## config.mk

```make
export PLATFORM = sky130hd
export DESIGN_NAME = uart_task_regs
export DESIGN_NICKNAME = d
export VERILOG_FILES = /design/src/rtl/utr_pkg.sv /design/src/rtl/utr_rx_fifo.sv /design/src/rtl/utr_tx_hold.sv /design/src/rtl/utr_irq.sv /design/src/rtl/uart_task_regs.sv
export SDC_FILE = /design/constraint.sdc
export NUM_CORES = 1
export LEC_CHECK = 0
export BUFFER_PORTS_ARGS = -buffer_cell sky130_fd_sc_hd__buf_2
export CORE_UTILIZATION = 54
export DETAILED_ROUTE_END_ITERATION = 8
export MAX_ROUTING_LAYER = met4
export PLACE_DENSITY_LB_ADDON = 0.12
export SYNTH_ARGS = -nofsm -noshare
export SYNTH_HDL_FRONTEND = slang
export SYNTH_HIERARCHICAL = 1
export SYNTH_SLANG_ARGS = --single-unit
```

## constraint.sdc

```tcl
create_clock -name clk -period 2.8 [get_ports clk]
set_input_delay 0.28 -clock clk [delete_from_list [all_inputs] [get_ports clk]]
set_output_delay 0.28 -clock clk [all_outputs]
set_load 0.1 [all_outputs]
```

## src/rtl/utr_pkg.sv

```systemverilog
package utr_pkg;
    localparam int UTR_EV_N      = 4;
    localparam int EVI_RXRDY     = 0;
    localparam int EVI_TXRDY     = 1;
    localparam int EVI_ERR       = 2;
    localparam int EVI_RXTO      = 3;
    localparam int UTR_BYTE_W    = 8;
    localparam logic [UTR_EV_N-1:0] UTR_BREAK_SRC = 4'b0011;

    typedef logic [UTR_EV_N-1:0] ev_vec_t;
endpackage

```

## src/rtl/utr_rx_fifo.sv

```systemverilog
module utr_rx_fifo #(
    parameter int DEPTH = 6,
    parameter int DW    = 8,
    localparam int IDX_W = (DEPTH > 1) ? $clog2(DEPTH) : 1,
    localparam int CNT_W = $clog2(DEPTH + 1)
) (
    input  logic             clk,
    input  logic             rst_n,
    input  logic             push,
    input  logic [DW-1:0]    push_data,
    input  logic             pop,
    output logic [DW-1:0]    head_data,
    output logic [CNT_W-1:0] count,
    output logic             full,
    output logic             empty
);
    localparam int SUM_W = ((IDX_W > CNT_W) ? IDX_W : CNT_W) + 1;

    typedef struct packed {
        logic [DEPTH-1:0][DW-1:0] mem;
        logic [IDX_W-1:0]         head;
        logic [CNT_W-1:0]         cnt;
    } fifo_t;

    fifo_t f_d, f_q;
    logic [SUM_W-1:0] tail_sum;

    always_comb begin
        f_d      = f_q;
        tail_sum = SUM_W'(f_q.head) + SUM_W'(f_q.cnt);
        if (tail_sum >= SUM_W'(DEPTH)) begin
            tail_sum = tail_sum - SUM_W'(DEPTH);
        end
        if (push) begin
            f_d.mem[tail_sum[IDX_W-1:0]] = push_data;
        end
        if (pop) begin
            if (f_q.head == IDX_W'(DEPTH - 1)) begin
                f_d.head = '0;
            end else begin
                f_d.head = f_q.head + 1'b1;
            end
        end
        case ({push, pop})
            2'b10:   f_d.cnt = f_q.cnt + 1'b1;
            2'b01:   f_d.cnt = f_q.cnt - 1'b1;
            default: f_d.cnt = f_q.cnt;
        endcase
    end

    always_ff @(posedge clk) begin
        if (!rst_n) begin
            f_q <= '0;
        end else begin
            f_q <= f_d;
        end
    end

    assign head_data = f_q.mem[f_q.head];
    assign count     = f_q.cnt;
    assign full      = (f_q.cnt == CNT_W'(DEPTH));
    assign empty     = (f_q.cnt == '0);

    // the front end never pushes into a full FIFO
    p_no_overflow_r8: assert property (@(posedge clk) disable iff (!rst_n)
        push |-> !full);
    // the front end never pops an empty FIFO
    p_no_underflow_r7: assert property (@(posedge clk) disable iff (!rst_n)
        pop |-> !empty);
    // the count stays within the depth
    p_count_bound_r8: assert property (@(posedge clk) disable iff (!rst_n)
        f_q.cnt <= CNT_W'(DEPTH));
endmodule

```

## src/rtl/utr_tx_hold.sv

```systemverilog
module utr_tx_hold #(
    parameter int DW = 8
) (
    input  logic          clk,
    input  logic          rst_n,
    input  logic          load,
    input  logic [DW-1:0] load_data,
    input  logic          ready,
    output logic          valid,
    output logic [DW-1:0] data,
    output logic          sent
);
    typedef struct packed {
        logic          busy;
        logic [DW-1:0] byte_v;
    } hold_t;

    hold_t h_d, h_q;

    always_comb begin
        h_d  = h_q;
        sent = h_q.busy && ready;
        if (sent) begin
            h_d.busy = 1'b0;
        end
        if (load && !h_q.busy) begin
            h_d.busy   = 1'b1;
            h_d.byte_v = load_data;
        end
    end

    always_ff @(posedge clk) begin
        if (!rst_n) begin
            h_q <= '0;
        end else begin
            h_q <= h_d;
        end
    end

    assign valid = h_q.busy;
    assign data  = h_q.byte_v;

    // a pending byte is held unchanged until the shifter takes it
    p_hold_stable_r5: assert property (@(posedge clk) disable iff (!rst_n)
        (valid && !ready) |=> (valid && $stable(data)));
    // a taken byte leaves the holding register empty
    p_sent_clears_r5: assert property (@(posedge clk) disable iff (!rst_n)
        (valid && ready) |=> !valid);
endmodule

```

## src/rtl/utr_irq.sv

```systemverilog
module utr_irq
    import utr_pkg::*;
(
    input  ev_vec_t ev,
    input  ev_vec_t mask,
    output logic    irq
);
    always_comb begin
        irq = 1'b0;
        for (int i = 0; i < UTR_EV_N; i++) begin
            irq = irq | (ev[i] & mask[i]);
        end
    end

    // an all-zero mask can never raise the line
    always_comb begin
        p_irq_masked_r1: assert (mask != '0 || !irq);
    end
endmodule

```

## src/rtl/uart_task_regs.sv

```systemverilog
module uart_task_regs
    import utr_pkg::*;
#(
    parameter int ADDR_W   = 12,
    parameter int RX_DEPTH = 6,
    parameter int N_PSEL   = 4,
    parameter logic [ADDR_W-1:0] OFF_START_RX = 12'h000,
    parameter logic [ADDR_W-1:0] OFF_STOP_RX  = 12'h004,
    parameter logic [ADDR_W-1:0] OFF_START_TX = 12'h008,
    parameter logic [ADDR_W-1:0] OFF_STOP_TX  = 12'h00C,
    parameter logic [ADDR_W-1:0] OFF_EV_BASE  = 12'h040,
    parameter logic [ADDR_W-1:0] OFF_MASK     = 12'h080,
    parameter logic [ADDR_W-1:0] OFF_MASK_SET = 12'h084,
    parameter logic [ADDR_W-1:0] OFF_MASK_CLR = 12'h088,
    parameter logic [ADDR_W-1:0] OFF_ERRSRC   = 12'h0C0,
    parameter logic [ADDR_W-1:0] OFF_ENABLE   = 12'h0C4,
    parameter logic [ADDR_W-1:0] OFF_RXD      = 12'h100,
    parameter logic [ADDR_W-1:0] OFF_TXD      = 12'h104,
    parameter logic [ADDR_W-1:0] OFF_BAUD     = 12'h140,
    parameter logic [ADDR_W-1:0] OFF_PSEL     = 12'h180,
    parameter logic [31:0]       BAUD_RST     = 32'h0400_0000,
    localparam int CNT_W = $clog2(RX_DEPTH + 1)
) (
    input  logic                  clk,
    input  logic                  rst_n,
    input  logic                  bus_wr_en,
    input  logic                  bus_rd_en,
    input  logic [ADDR_W-1:0]     bus_addr,
    input  logic [31:0]           bus_wdata,
    output logic [31:0]           bus_rdata,
    output logic                  tx_valid,
    output logic [UTR_BYTE_W-1:0] tx_data,
    input  logic                  tx_ready,
    input  logic                  rx_valid,
    input  logic [UTR_BYTE_W-1:0] rx_data,
    output logic                  rx_ready,
    output logic [CNT_W-1:0]      rx_space,
    input  logic                  break_in,
    output logic                  irq
);
    typedef struct packed {
        logic [31:0]             en;
        ev_vec_t                 mask;
        ev_vec_t                 ev;
        ev_vec_t                 errsrc;
        logic                    rx_on;
        logic                    tx_on;
        logic [31:0]             baud;
        logic [N_PSEL-1:0][31:0] psel;
    } regs_t;

    regs_t r_d, r_q;

    logic                  wr_ok;
    logic                  task_one;
    logic                  tx_load;
    logic                  tx_sent;
    logic                  rx_push;
    logic                  rx_pop;
    logic [UTR_BYTE_W-1:0] fifo_head;
    logic [CNT_W-1:0]      fifo_cnt;
    logic                  fifo_full;
    logic                  fifo_empty;

    assign wr_ok    = bus_wr_en && ((r_q.en != '0) || (bus_addr == OFF_ENABLE));
    assign task_one = (bus_wdata == 32'd1);
    assign rx_ready = r_q.rx_on && !fifo_full;
    assign rx_push  = rx_valid && rx_ready;
    assign rx_space = r_q.rx_on ? (CNT_W'(RX_DEPTH) - fifo_cnt) : '0;

    // next-state of all software-visible registers
    always_comb begin
        r_d     = r_q;
        tx_load = 1'b0;
        rx_pop  = 1'b0;

        if (wr_ok) begin
            case (bus_addr)
                OFF_START_RX: if (task_one) r_d.rx_on = 1'b1;
                OFF_STOP_RX: begin
                    if (task_one) begin
                        r_d.rx_on          = 1'b0;
                        r_d.ev[EVI_RXTO]   = 1'b1;
                    end
                end
                OFF_START_TX: if (task_one) r_d.tx_on = 1'b1;
                OFF_STOP_TX:  if (task_one) r_d.tx_on = 1'b0;
                OFF_MASK:     r_d.mask   = bus_wdata[UTR_EV_N-1:0];
                OFF_MASK_SET: r_d.mask   = r_q.mask | bus_wdata[UTR_EV_N-1:0];
                OFF_MASK_CLR: r_d.mask   = r_q.mask & ~bus_wdata[UTR_EV_N-1:0];
                OFF_ERRSRC:   r_d.errsrc = r_q.errsrc & ~bus_wdata[UTR_EV_N-1:0];
                OFF_ENABLE:   r_d.en     = bus_wdata;
                OFF_TXD:      tx_load    = r_q.tx_on && !tx_valid;
                OFF_BAUD:     r_d.baud   = bus_wdata;
                default: begin
                    for (int i = 0; i < UTR_EV_N; i++) begin
                        if (bus_addr == OFF_EV_BASE + ADDR_W'(4 * i)) begin
                            r_d.ev[i] = (bus_wdata != '0);
                        end
                    end
                    for (int p = 0; p < N_PSEL; p++) begin
                        if (bus_addr == OFF_PSEL + ADDR_W'(4 * p)) begin
                            r_d.psel[p] = bus_wdata;
                        end
                    end
                end
            endcase
        end

        // receive-data read consumes the head byte while receiving
        if (bus_rd_en && (bus_addr == OFF_RXD) && r_q.rx_on && !fifo_empty) begin
            rx_pop = 1'b1;
            if (fifo_cnt > CNT_W'(1)) begin
                r_d.ev[EVI_RXRDY] = 1'b1;
            end
        end

        // hardware event sources take priority over software writes
        if (rx_push) begin
            r_d.ev[EVI_RXRDY] = 1'b1;
        end
        if (tx_sent) begin
            r_d.ev[EVI_TXRDY] = 1'b1;
        end
        if (break_in) begin
            r_d.errsrc       = r_d.errsrc | UTR_BREAK_SRC;
            r_d.ev[EVI_ERR]  = 1'b1;
        end
    end

    always_ff @(posedge clk) begin
        if (!rst_n) begin
            r_q      <= '0;
            r_q.psel <= '1;
            r_q.baud <= BAUD_RST;
        end else begin
            r_q <= r_d;
        end
    end

    // read multiplexer; write-only and unmapped offsets return zero
    always_comb begin
        bus_rdata = '0;
        case (bus_addr)
            OFF_MASK:   bus_rdata = 32'(r_q.mask);
            OFF_ERRSRC: bus_rdata = 32'(r_q.errsrc);
            OFF_ENABLE: bus_rdata = r_q.en;
            OFF_RXD:    bus_rdata = 32'(fifo_head);
            OFF_BAUD:   bus_rdata = r_q.baud;
            default: begin
                for (int i = 0; i < UTR_EV_N; i++) begin
                    if (bus_addr == OFF_EV_BASE + ADDR_W'(4 * i)) begin
                        bus_rdata = 32'(r_q.ev[i]);
                    end
                end
                for (int p = 0; p < N_PSEL; p++) begin
                    if (bus_addr == OFF_PSEL + ADDR_W'(4 * p)) begin
                        bus_rdata = r_q.psel[p];
                    end
                end
            end
        endcase
    end

    utr_rx_fifo #(
        .DEPTH (RX_DEPTH),
        .DW    (UTR_BYTE_W)
    ) u_rx_fifo (
        .clk       (clk),
        .rst_n     (rst_n),
        .push      (rx_push),
        .push_data (rx_data),
        .pop       (rx_pop),
        .head_data (fifo_head),
        .count     (fifo_cnt),
        .full      (fifo_full),
        .empty     (fifo_empty)
    );

    utr_tx_hold #(
        .DW (UTR_BYTE_W)
    ) u_tx_hold (
        .clk       (clk),
        .rst_n     (rst_n),
        .load      (tx_load),
        .load_data (bus_wdata[UTR_BYTE_W-1:0]),
        .ready     (tx_ready),
        .valid     (tx_valid),
        .data      (tx_data),
        .sent      (tx_sent)
    );

    utr_irq u_irq (
        .ev   (r_q.ev),
        .mask (r_q.mask),
        .irq  (irq)
    );

    // a disabled block keeps its control state across non-enable writes
    p_disabled_ignore_r4: assert property (@(posedge clk) disable iff (!rst_n)
        (bus_wr_en && (r_q.en == '0) && (bus_addr != OFF_ENABLE))
        |=> ($stable(r_q.mask) && $stable(r_q.rx_on) && $stable(r_q.tx_on)));
    // stop-receive ends reception and flags the timeout event
    p_stoprx_r6: assert property (@(posedge clk) disable iff (!rst_n)
        (bus_wr_en && (r_q.en != '0) && (bus_addr == OFF_STOP_RX) && (bus_wdata == 32'd1))
        |=> (!r_q.rx_on && r_q.ev[EVI_RXTO]));
    // a break always lands in the error source and the error event
    p_break_r3: assert property (@(posedge clk) disable iff (!rst_n)
        break_in |=> (r_q.ev[EVI_ERR] && (r_q.errsrc[1:0] == 2'b11)));
    // nothing is stored while reception is stopped
    p_rx_gate_r8: assert property (@(posedge clk) disable iff (!rst_n)
        (!r_q.rx_on && !rx_pop) |=> $stable(fifo_cnt));
endmodule

```

==> results.md <==
- Hold EP: u_tx_hold/valid
- First-pass iteration count of the detailed router: 9
- Finished Layout Cells: 1855
- Core area: around 22000 µm²
- Number of antenna violations at the first check in global routing: 0
- Reg2Reg Setup Slack: roughly 0.31 ns
- Final setup violating endpoints: 0
- Starting density of the core: a little under three fifths
- Count of pins over their slew limit: 0
- Category of the worst setup path launch point: flop
- Overall fraction of global-route tracks in use: 32.0%
- HP Start: tx_ready
- Met2 track demand over resource: 50.6%
- Global route total overflow: 0
- Dpl cells: 1798
- Ys flop type: sky130_fd_sc_hd__dfxtp_1
- Clk sink count: around 270
- Worst r2r src: u_rx_fifo/count[1]
- Number of buffers inserted during clock tree synthesis: 29
- Max-cap violations: 0
- Path class of the lowest-slack min-delay path: in2reg
- TritonCTS clock tree: yes
- Final wirelength: ~36000 µm
- Global placement routability congestion: 0.951
- First-pass GRT wire length: around 59000 µm
- Share of synthesized area occupied by flip-flops and latches: 44.0%
- Maximum vdd drop: approximately 0.65 mV
- RSZ-0062 raised after global routing: yes
- Number of enable flip-flop cells after synthesis: 0
- DPL Wire Length: about 24000 µm
- Achievable clock frequency: 359 MHz
- Slew margin rel.: 48.0%
- Synthesized flop and latch total: 269
- Synthesized area per cell: 8.35 µm²
- Post-route core utilization: between 60 and 70%
- Vias per cell: 6.06
- Number of nets still failing antenna checks after routing: 0
- Clock buffer depth: 3
- Hold violation total from the final report: 0
- Number of warnings reported in the yosys synthesis log: 6
- Top fanout value on the critical path: 2
- Arrival time of the worst setup path: 2.51 ns
- Status: completed
- First DRT Iteration DRCs: 1163
- Clock latency at the later pin of the worst-skew pair: between 0.5 and 0.6 ns
- Met1 Usage GRT: 43.0%
- Vias in the first global route: about 11000
- DIE AREA: around 23000 µm²
- Measured slew at the worst slew-check pin: 0.780 ns
- Clk_skew: 0.0101 ns
- Count of cells along the worst hold path: 3
- Reported leakage power: 6.60 nW
- Fin nets: 1618
- Die outline height: roughly 150 µm
- Gate count of the mapped netlist: 1466
- Net count after synthesis: 1532
- Required time reported for the critical path endpoint: between 2 and 3 ns
- Endpoint of the lowest-slack register-to-register path: u_rx_fifo/count[2]
- Num rows: 54
- Count of cells along the worst register-to-register path: 11
- Global routing usage on met3: 4.41%
- Signed area change from the synthesized netlist to the final layout: 21.7%
- Detailed-route wire length per cell: 19.5 µm
- Crit path time final: 2.79 ns
- Distinct cell type count of the synthesized netlist: 72
- Antenna diodes: 0
- Fraction of layout instances using a drive strength above 1: 19.4%
- Overall via count from detail_route: 11300
- Quantity of I/O buffers inserted on ports: approximately 100
- Total power density per cell area: between 500 and 600 nW/µm²
- CP Class: reg2out
- Most used routing layer in global routing: met2
- I/O pin count: 105
- Width of the chip: 153 µm
- Netlist area before placement: ~12000 µm²
- Largest net degree at the start of global routing: 146
- Endpoint kind of the worst setup timing path: output pin
- Fraction of synthesis flops using an asynchronous set or reset pin: 0%
- Crit share post-route: 99.5%
- Final Power: 0.00790 W
- Root Buffer Master: sky130_fd_sc_hd__clkbuf_16
- Clock slew seen by the registers of the worst setup and hold paths: 0.06 ns
- Count of H-tree levels built during CTS: 1
- Remaining routing DRC violations: 0
## repair_timing
item	CTS	global route
pin swaps	5	6
endpoints found under the setup margin	8	7
hold buffers	0	0
setup buffers	2	1
resized for setup	10	14
## cell type report
class                           count  area, µm²
Inverter                           17       63.8
Fill cell                        1809       7140
Timing Repair Buffer              173       1640
Multi-Input combinational cell   1062       6500
Tap cell                          280        350
Clock buffer                       44        852
Clock inverter                     10       85.1
Sequential cell                   269       5400
## metal layers
metal | share of wire (%) | vias to the layer above
met1 | 44 | 5388
met3 | 6.9 | 72
met4 | 2.2 | 0
met2 | 47 | 461
li1 | - | 5329
met5 | 0 | -
## worst max-delay path: stages (launching register included)
cell and delay [ns]:
sky130_fd_sc_hd__dfxtp_4 0.36, sky130_fd_sc_hd__mux4_2 0.50, sky130_fd_sc_hd__inv_2 0.09, sky130_fd_sc_hd__o22ai_4 0.08
sky130_fd_sc_hd__mux2_4 0.28, sky130_fd_sc_hd__nand4b_1 0.11, sky130_fd_sc_hd__a21oi_2 0.08, sky130_fd_sc_hd__o21ai_2 0.18
sky130_fd_sc_hd__a21oi_4 0.08, sky130_fd_sc_hd__buf_12 0.18
## Yosys cell counts (10+ instances only)
cell type / number / area (µm²)
sky130_fd_sc_hd__nor2_1: 46 / 173
sky130_fd_sc_hd__inv_1: 17 / 63.8
sky130_fd_sc_hd__nor4_1: 20 / 125
sky130_fd_sc_hd__buf_2: 30 / 150
sky130_fd_sc_hd__and2_1: 13 / 81.3
sky130_fd_sc_hd__a22oi_1: 37 / 278
sky130_fd_sc_hd__a21oi_1: 46 / 230
sky130_fd_sc_hd__a222oi_1: 30 / 300
sky130_fd_sc_hd__nor3_1: 10 / 50.1
sky130_fd_sc_hd__o21ai_0: 15 / 75.1
sky130_fd_sc_hd__a22o_1: 26 / 228
sky130_fd_sc_hd__nand2_1: 438 / 1640
sky130_fd_sc_hd__nand3_1: 140 / 701
sky130_fd_sc_hd__clkbuf_1: 75 / 282
sky130_fd_sc_hd__dfxtp_1: 269 / 5390
sky130_fd_sc_hd__mux2i_1: 97 / 971
## flip-flops by register name (all words and copies together) (netlist names)
register,flops
r_q,206
u_rx_fifo/f_q,51
u_tx_hold/data,8
u_rx_fifo/count,3
u_tx_hold/valid,1
## logic make-up after synthesis
group	count (synthesis)	share of synthesized area (%)
buf+inv	135	4.82
mux	116	10.6
fa+ha+maj	7	0.838
compound gates	206	12.7
xor+xnor	6	0.491
simple gates	727	26.6
flops	269	44.0
## cells in the final DEF, fill, tap and decap left out, types with 8 or more instances in the layout
master                      instances
sky130_fd_sc_hd__buf_4             58
sky130_fd_sc_hd__inv_1             14
sky130_fd_sc_hd__nor4_1            20
sky130_fd_sc_hd__nor3_1             9
sky130_fd_sc_hd__clkbuf_1           8
sky130_fd_sc_hd__a22o_1            26
sky130_fd_sc_hd__a222oi_1          30
sky130_fd_sc_hd__nand3_1          139
sky130_fd_sc_hd__mux2_2             8
sky130_fd_sc_hd__a22oi_1           37
sky130_fd_sc_hd__o21ai_0           12
sky130_fd_sc_hd__a21oi_1           44
sky130_fd_sc_hd__nor2_1            45
sky130_fd_sc_hd__and2_1            13
sky130_fd_sc_hd__and3_1             9
sky130_fd_sc_hd__nand2_1          417
sky130_fd_sc_hd__dfxtp_1          266
sky130_fd_sc_hd__nand2_2           21
sky130_fd_sc_hd__mux2i_1           96
sky130_fd_sc_hd__clkbuf_16         29
sky130_fd_sc_hd__buf_12            40
sky130_fd_sc_hd__buf_2             71
## per-stage QoR
step	hold WS [ns]	setup TNS, ns	worst slack, ns	area (µm²)
after global placement	0.431	0	0.192	13800
final	0.0243	0	0.0128	14900
after detailed placement	0.431	0	0.181	13800
after CTS	0.0140	0	0.00585	14800
after floorplan	0.404	-0.793	-0.271	12400
after global routing	0.0267	-0.0875	-0.0508	14900
## worst max path at each step
stage / to / cells past startpoint / slack [ns] / from
floorplan: bus_rdata[4] / 7 / -0.27 / bus_addr[6]
global placement: bus_rdata[4] / 8 / 0.19 / bus_addr[9]
detailed placement: u_rx_fifo/count[2] / 10 / 0.18 / bus_addr[1]
CTS: bus_rdata[3] / 7 / 0.006 / u_rx_fifo/f_q[5]
global route: bus_rdata[0] / 9 / -0.05 / u_rx_fifo/f_q[5]
finish: bus_rdata[0] / 9 / 0.01 / u_rx_fifo/f_q[5]
## report_power, final
| group | internal (W) | switching, W |
|---|---|---|
| Sequential | 0.00383 | 0.00000185 |
| Clock | 0.00219 | 0.00156 |
| Combinational | 0.0000959 | 0.000230 |
| Total | 0.00611 | 0.00179 |
Note: power is estimated with default switching activity, not from simulation.
